`src/rtl/rfsh_pkg.sv`:
```
// Shared constants and types for the refresh request scheduler.
// Assumes nothing beyond standard SystemVerilog.
package rfsh_pkg;
    // number of refreshes owed per batch in burst mode
    localparam int unsigned BURST_LEN = 4;
    // width of the per-cycle increment carried from timer to counter
    localparam int unsigned ADD_W = 3;

    typedef enum logic {
        MODE_SINGLE = 1'b0,
        MODE_BURST  = 1'b1
    } rfsh_mode_e;
endpackage

```
`src/rtl/rfsh_tick_gen.sv`:
```
// Interval timer. Counts host clocks down from INTERVAL-1 and reloads at
// zero. A two-bit interval counter groups intervals into batches of four.
// Each cycle it reports how many refreshes become owed: 0 between interval
// ends, 1 at each end in single mode, 4 at every fourth end in burst mode.
// Assumes INTERVAL >= 2 and a mode bit that is quasi-static.
module rfsh_tick_gen
    import rfsh_pkg::*;
#(
    parameter int unsigned INTERVAL = 1040
) (
    input  logic             clk,
    input  logic             rst_n,
    input  rfsh_mode_e       mode,
    output logic [ADD_W-1:0] add_amt
);
    localparam int unsigned CW = (INTERVAL > 2) ? $clog2(INTERVAL) : 1;
    localparam logic [CW-1:0] RELOAD = CW'(INTERVAL - 1);

    logic [CW-1:0] cnt_q;
    logic [1:0]    qtr_q;
    logic          tick;

    assign tick = (cnt_q == '0);

    // countdown with reload at terminal count; never paused by pending work
    always_ff @(posedge clk) begin
        if (!rst_n) begin
            cnt_q <= RELOAD;
        end else if (tick) begin
            cnt_q <= RELOAD;
        end else begin
            cnt_q <= cnt_q - 1'b1;
        end
    end

    // interval index within a batch of four
    always_ff @(posedge clk) begin
        if (!rst_n) begin
            qtr_q <= '0;
        end else if (tick) begin
            qtr_q <= qtr_q + 1'b1;
        end
    end

    // refreshes owed this cycle, chosen by the mode bit at the interval end
    always_comb begin
        add_amt = '0;
        if (tick) begin
            if (mode == MODE_BURST) begin
                add_amt = (qtr_q == 2'd3) ? ADD_W'(BURST_LEN) : '0;
            end else begin
                add_amt = ADD_W'(1);
            end
        end
    end

    // the timer reloads right after terminal count
    p_reload_r9: assert property (@(posedge clk) disable iff (!rst_n)
        tick |=> (cnt_q == RELOAD));

    // between interval ends the timer steps down by exactly one
    p_step_r2: assert property (@(posedge clk) disable iff (!rst_n)
        !tick |=> (cnt_q == $past(cnt_q) - 1'b1));

    // burst mode never owes anything other than zero or a full batch
    p_batch_r3: assert property (@(posedge clk) disable iff (!rst_n)
        (mode == MODE_BURST) |-> (add_amt == '0 || add_amt == ADD_W'(BURST_LEN)));
endmodule

```
`src/rtl/rfsh_pend_ctr.sv`:
```
// Pending-refresh counter. Adds what the timer reports, subtracts one per
// acknowledge (only when non-zero) and clips the result at PEND_MAX.
// Assumes the acknowledge is a one-cycle pulse per completed refresh.
module rfsh_pend_ctr
    import rfsh_pkg::*;
#(
    parameter int unsigned PEND_MAX = 8,
    parameter int unsigned PW       = 4
) (
    input  logic             clk,
    input  logic             rst_n,
    input  logic [ADD_W-1:0] add_amt,
    input  logic             ack,
    output logic [PW-1:0]    pend
);
    localparam int unsigned SW = PW + ADD_W;
    localparam logic [SW-1:0] CAP = SW'(PEND_MAX);

    logic [PW-1:0] pend_q;
    logic          dec;
    logic [SW-1:0] sum;

    assign dec = ack && (pend_q != '0);

    // next level before clipping
    always_comb begin
        sum = SW'(pend_q) + SW'(add_amt) - SW'(dec);
    end

    // register the clipped level
    always_ff @(posedge clk) begin
        if (!rst_n) begin
            pend_q <= '0;
        end else if (sum > CAP) begin
            pend_q <= PW'(PEND_MAX);
        end else begin
            pend_q <= PW'(sum);
        end
    end

    assign pend = pend_q;

    // the count stays within its limit
    p_no_overflow_r8: assert property (@(posedge clk) disable iff (!rst_n)
        SW'(pend_q) <= CAP);

    // an acknowledge at zero with nothing added leaves zero
    p_ack_at_zero_r7: assert property (@(posedge clk) disable iff (!rst_n)
        (pend_q == '0 && ack && add_amt == '0) |=> (pend_q == '0));

    // an acknowledge on a non-zero count removes exactly one
    p_ack_dec_r7: assert property (@(posedge clk) disable iff (!rst_n)
        (pend_q != '0 && ack && add_amt == '0) |=> (pend_q == $past(pend_q) - 1'b1));
endmodule

```
`src/rtl/rfsh_sched.sv`:
```
// Refresh request scheduler top. Joins the interval timer and the pending
// counter, and decides when the owed refreshes are offered: on idle
// normally, at once when the backlog reaches FORCE_LVL.
// Assumes 1 <= FORCE_LVL <= PEND_MAX and a downstream arbiter that grants a
// forced request at its next transaction boundary.
module rfsh_sched
    import rfsh_pkg::*;
#(
    parameter int unsigned INTERVAL  = 1040,
    parameter int unsigned PEND_MAX  = 8,
    parameter int unsigned FORCE_LVL = 4,
    localparam int unsigned PW = $clog2(PEND_MAX + 1)
) (
    input  logic          clk,
    input  logic          rst_n,
    input  logic          burst_mode,
    input  logic          dram_idle,
    input  logic          rfsh_ack,
    output logic          rfsh_req,
    output logic          rfsh_force,
    output logic [PW-1:0] rfsh_pend
);
    logic [ADD_W-1:0] add_amt;
    logic [PW-1:0]    pend;
    rfsh_mode_e       mode;

    assign mode = burst_mode ? MODE_BURST : MODE_SINGLE;

    rfsh_tick_gen #(.INTERVAL(INTERVAL)) u_tick (
        .clk     (clk),
        .rst_n   (rst_n),
        .mode    (mode),
        .add_amt (add_amt)
    );

    rfsh_pend_ctr #(.PEND_MAX(PEND_MAX), .PW(PW)) u_pend (
        .clk     (clk),
        .rst_n   (rst_n),
        .add_amt (add_amt),
        .ack     (rfsh_ack),
        .pend    (pend)
    );

    // offer owed refreshes on idle, or regardless once the backlog is deep
    always_comb begin
        rfsh_force = (pend >= PW'(FORCE_LVL));
        rfsh_req   = (pend != '0) && (dram_idle || rfsh_force);
    end

    assign rfsh_pend = pend;

    // a forced backlog is always offered
    p_force_offers_r6: assert property (@(posedge clk) disable iff (!rst_n)
        rfsh_force |-> rfsh_req);

    // below the forced level a busy interface sees no request
    p_busy_defers_r5: assert property (@(posedge clk) disable iff (!rst_n)
        (!dram_idle && !rfsh_force) |-> !rfsh_req);

    // nothing owed means nothing requested
    p_empty_quiet_r5: assert property (@(posedge clk) disable iff (!rst_n)
        (rfsh_pend == '0) |-> !rfsh_req);
endmodule

```
`config.mk`:
```
export PLATFORM = sky130hd
export DESIGN_NAME = rfsh_sched
export DESIGN_NICKNAME = d
export VERILOG_FILES = /design/src/rtl/rfsh_pkg.sv /design/src/rtl/rfsh_tick_gen.sv /design/src/rtl/rfsh_pend_ctr.sv /design/src/rtl/rfsh_sched.sv
export SDC_FILE = /design/constraint.sdc
export NUM_CORES = 1
export LEC_CHECK = 0
export ABC_CLOCK_PERIOD_IN_PS = 2600
export CORE_AREA = 2 2 49 51
export CTS_CLUSTER_DIAMETER = 80
export DETAILED_ROUTE_END_ITERATION = 12
export DIE_AREA = 0 0 51 53
export PLACE_DENSITY = 0.73
export SLEW_MARGIN = 20
export SYNTH_ARGS = -nofsm -noshare
export SYNTH_HDL_FRONTEND = slang
export SYNTH_SLANG_ARGS = --single-unit
```
`constraint.sdc`:
```
create_clock -name clk -period 2.6 [get_ports clk]
set_clock_uncertainty 0.2 [all_clocks]
set_input_delay 0.26 -clock clk [delete_from_list [all_inputs] [get_ports clk]]
set_output_delay 0.26 -clock clk [all_outputs]
set_load 0.005 [all_outputs]
```
==> parameters.txt <==
Parameter                              Value

Outcome
  Status ... finished, final reports clean

Worst setup path
  Buffers and inverters on the worst path ... 2
  Gate family responsible for the most delay along the worst path ... adder cells
  Slowest stage delay, CP ... 370 ps
  Cell occurring most often along the worst timing path ... sky130_fd_sc_hd__ha_4
  CP Class ... register to register
  Max stage delay cell, worst path ... sky130_fd_sc_hd__dfxtp_4
  CP Launch Type ... register
  Data required time at the worst endpoint ... 2600 ps
  Crit path arrival time ... approximately 2600 ps
  Cell-by-cell trace of the critical path ... inv_4 > ha_4 > nor4b_4 > nand3_2 > nor2_4 > ha_4 > ha_4 > inv_4 > ha_4 > mux2i_1 > a221o_1 > o211a_1
  Crit path capture type ... register
  Max Fanout on Critical Path ... 5

Clock tree
  TritonCTS clock tree ... done
  Largest buffer count on any clock path ... 2
  Root Buffer Master ... sky130_fd_sc_hd__clkbuf_4
  Sink count of the clock tree ... 17
  Maximum level of the CTS H-tree ... 1
  Clock transition at path regs ... 100 ps
  Clock latency on the worst-skew pair ... roughly 300 ps
  Hold buffer count at CTS ... 0
  Total clock buffers created by CTS ... 3

Die
  Die extent in x ... around 50 um
  Starting density of the core ... around 48%
  Placeable core region ... 0.00215 sq mm
  Die area ... 0.00270 sq mm
  IO Count ... 11
  Number of standard-cell rows in the floorplan ... 17
  Die boundary height ... between 50 and 60 um

Route
  Router iterations before antenna repair ... 4
  Via count of the routed design ... a little over 900
  Mean routed wirelength per cell ... 13.5 um
  DRC Markers ... 0
  Remaining antenna violation count after routing ... 0
  Routed WL ... roughly 2300 um
  Drt initial violations ... 15
  Via-to-Cell Ratio ... approximately 5.4

Power
  Clock network fraction of design power ... between 10% and 20%
  Switching power as a share of total power ... roughly 34%
  Part of the total power dissipated in sequential elements ... about two fifths
  Areal power density over the cells ... approximately 600 mW/mm^2
  Combinational Power Share ... a little over two fifths
  Leakage dissipation ... just over 0.5 nW
  Internal portion of total power ... around 0.54 mW
  Worst supply voltage drop on vdd ... 0.447 mV
  Overall power ... 0.821 mW
  Psw ... between 0.2 and 0.3 mW

STA
  Slew at the pin with the worst max-slew slack ... around 670 ps
  Setup repair after global routing missed its margin ... true
  Tcrit/Tclk final ... 99.2%
  Final min period ... approximately 2600 ps
  Hold Vio Cnt, Final ... 0
  Slew headroom ... between 50% and 60%
  Final total negative setup slack ... 0 ps
  Setup violators final ... 0
  Max Slew Vio Count ... 0
  Minimum hold slack ... approximately 240 ps
  Fmax achieved ... 388 MHz

Global routing
  Remaining global-route overflow ... 0
  Via count of the first global-routing pass ... 919
  Maximum number of pins on one net before global-route repair ... 14
  Antenna violations before repair ... 0
  GRT Overall Usage ... about 21%
  Global-route wire length before repair ... about 4000 um

Logic synthesis
  Register bit count reported by yosys ... 17
  Number of nets in the synthesized netlist ... around 130
  Synth top area share ... about 33%
  Synthesized area per cell ... about 8.4 sq um
  Count of warnings emitted by yosys ... 0
  Cell area after synthesis ... roughly 0.0010 sq mm
  Library cells used by synthesis ... 36
  Commonest cells post-synth ... 17 x sky130_fd_sc_hd__dfxtp_1, 16 x sky130_fd_sc_hd__nand2_1, 12 x sky130_fd_sc_hd__nor2_1, 9 x sky130_fd_sc_hd__nand3_1, 8 x sky130_fd_sc_hd__ha_1
  Post-synthesis sequential area ratio ... around a third
  Async set-reset flop share out of synthesis ... 0%
  Leading cell types by total area after synthesis ... sky130_fd_sc_hd__dfxtp_1 33%, sky130_fd_sc_hd__ha_1 9.8%, sky130_fd_sc_hd__nand2_1 5.9%, sky130_fd_sc_hd__xnor2_1 5.1%, sky130_fd_sc_hd__nand3_1 4.4%
  Count of flip-flops with a built-in enable after synthesis ... 0
  Cell taking the most area after synthesis ... sky130_fd_sc_hd__dfxtp_1
  Cell count after synthesis ... 121
  Prevailing post-synth register cell ... sky130_fd_sc_hd__dfxtp_1
  Most common cell in the synthesized netlist ... sky130_fd_sc_hd__dfxtp_1

Place
  Instance count after placement with tap cells included ... 165
  Placed instance area ... between 0.001 and 0.0015 sq mm
  DP HPWL ... ~1700 um
  Routability-driven placement congestion ratio ... ~0.80
  Input/output buffers ... 10

Cells and area
  Diodes inserted ... 0
  Non-Filler Cell Area, Final ... roughly 0.0014 sq mm
  Number of non-filler instances in the completed layout ... between 150 and 200
  Net count, final ... about 160
  Layout overhead on the synthesized area ... 34.4%
  Fraction of final layout cells sized beyond drive strength 1 ... between 20% and 30%

Hold path
  Class of the most critical hold timing path ... register to register

Flow run
  # Max-Cap Violations ... 0
-- final cells by class --
class / instances / area, sq um
fillers: 186 / 776
inverters: 6 / 27.5
repair buffers: 19 / 168
multi-input cells: 96 / 771
flip-flops and latches: 17 / 345
well taps: 28 / 35.0
clock buffers: 4 / 26.3
-- sequential cells by signal (all words and copies together), names as in the netlist --
register and cells:
u_pend.pend 4, u_tick.qtr_q 2, u_tick.cnt_q 11
-- power by group through the flow --
stage | clock network [mW] | registers (mW) | logic, mW
6_report | 0.142 | 0.320 | 0.359
2_1_floorplan | 0 | 0.312 | 0.209
5_1_grt | 0.159 | 0.324 | 0.403
3_5_place_dp | 0 | 0.320 | 0.348
4_1_cts | 0.149 | 0.314 | 0.349
3_3_place_gp | 0 | 0.319 | 0.336
-- placed cells by master (no fill, tap or decap), types with 2 or more instances in the layout --
| cell | synthesis | final |
|---|---|---|
| sky130_fd_sc_hd__clkbuf_4 | 0 | 3 |
| sky130_fd_sc_hd__xnor2_1 | 6 | 6 |
| sky130_fd_sc_hd__o21ai_0 | 3 | 2 |
| sky130_fd_sc_hd__o21ai_1 | 3 | 4 |
| sky130_fd_sc_hd__clkdlybuf4s50_1 | 0 | 10 |
| sky130_fd_sc_hd__nor4_2 | 2 | 2 |
| sky130_fd_sc_hd__nand2b_1 | 3 | 3 |
| sky130_fd_sc_hd__buf_4 | 0 | 9 |
| sky130_fd_sc_hd__nor2b_1 | 5 | 5 |
| sky130_fd_sc_hd__a21oi_1 | 2 | 2 |
| sky130_fd_sc_hd__inv_2 | 0 | 2 |
| sky130_fd_sc_hd__inv_1 | 6 | 2 |
| sky130_fd_sc_hd__nor2_1 | 12 | 10 |
| sky130_fd_sc_hd__ha_1 | 8 | 2 |
| sky130_fd_sc_hd__and2_1 | 4 | 4 |
| sky130_fd_sc_hd__nand3_1 | 9 | 8 |
| sky130_fd_sc_hd__mux2i_1 | 3 | 3 |
| sky130_fd_sc_hd__dfxtp_1 | 17 | 15 |
| sky130_fd_sc_hd__inv_4 | 0 | 2 |
| sky130_fd_sc_hd__ha_4 | 0 | 6 |
| sky130_fd_sc_hd__nand2_1 | 16 | 16 |
-- per-layer routing --
metal  global-route usage [%]  vias up  wire length [um]
met5                        0        -                 0
met4                     12.6        0                58
met1                     22.1      426               957
met3                     5.08        6                94
li1                         -      462                 -
met2                     36.6       22              1180
-- logic make-up (layout without fill, tap and decap cells) --
| family | after synthesis | after routing | share of synthesized area (%) |
|---|---|---|---|
| buffers and inverters | 8 | 29 | 3.06 |
| adder cells (fa/ha/maj) | 8 | 8 | 9.80 |
| XOR/XNOR | 8 | 8 | 6.86 |
| AO/OA/AOI/OAI | 17 | 17 | 11.5 |
| AND/OR/NAND/NOR | 60 | 60 | 32.5 |
| multiplexers | 3 | 3 | 2.94 |
| flip-flops | 17 | 17 | 33.3 |
-- through the flow --
step	worst slack, ps	util, %
2_1_floorplan	0.344	-
3_3_place_gp	65.0	59.4
3_5_place_dp	-0.298	59.4
4_1_cts	8.79	61.0
5_1_grt	-110	63.9
6_report	21.3	63.9
-- path summary, 6_finish.rpt --
kind                              startpoint                         end  slack, ps  cells after the start
setup / recovery  u_tick.cnt_q[0]$_SDFF_PP1_   u_pend.pend[3]$_SDFF_PN0_         20                     12
hold / removal    u_tick.cnt_q[0]$_SDFF_PP1_  u_tick.cnt_q[0]$_SDFF_PP1_        240                      1
setup reg to reg  u_tick.cnt_q[0]$_SDFF_PP1_   u_pend.pend[3]$_SDFF_PN0_         20                     12
hold reg to reg   u_tick.cnt_q[0]$_SDFF_PP1_  u_tick.cnt_q[0]$_SDFF_PP1_        240                      1
-- what timing repair did --
| item | in CTS | in global routing |
|---|---|---|
| setup buffers | 1 | 0 |
| pin swaps | 2 | 8 |
| endpoints found under the setup margin | 1 | 4 |
| resized for setup | 0 | 13 |
No activity file was read; power rests on OpenSTA's default activity.
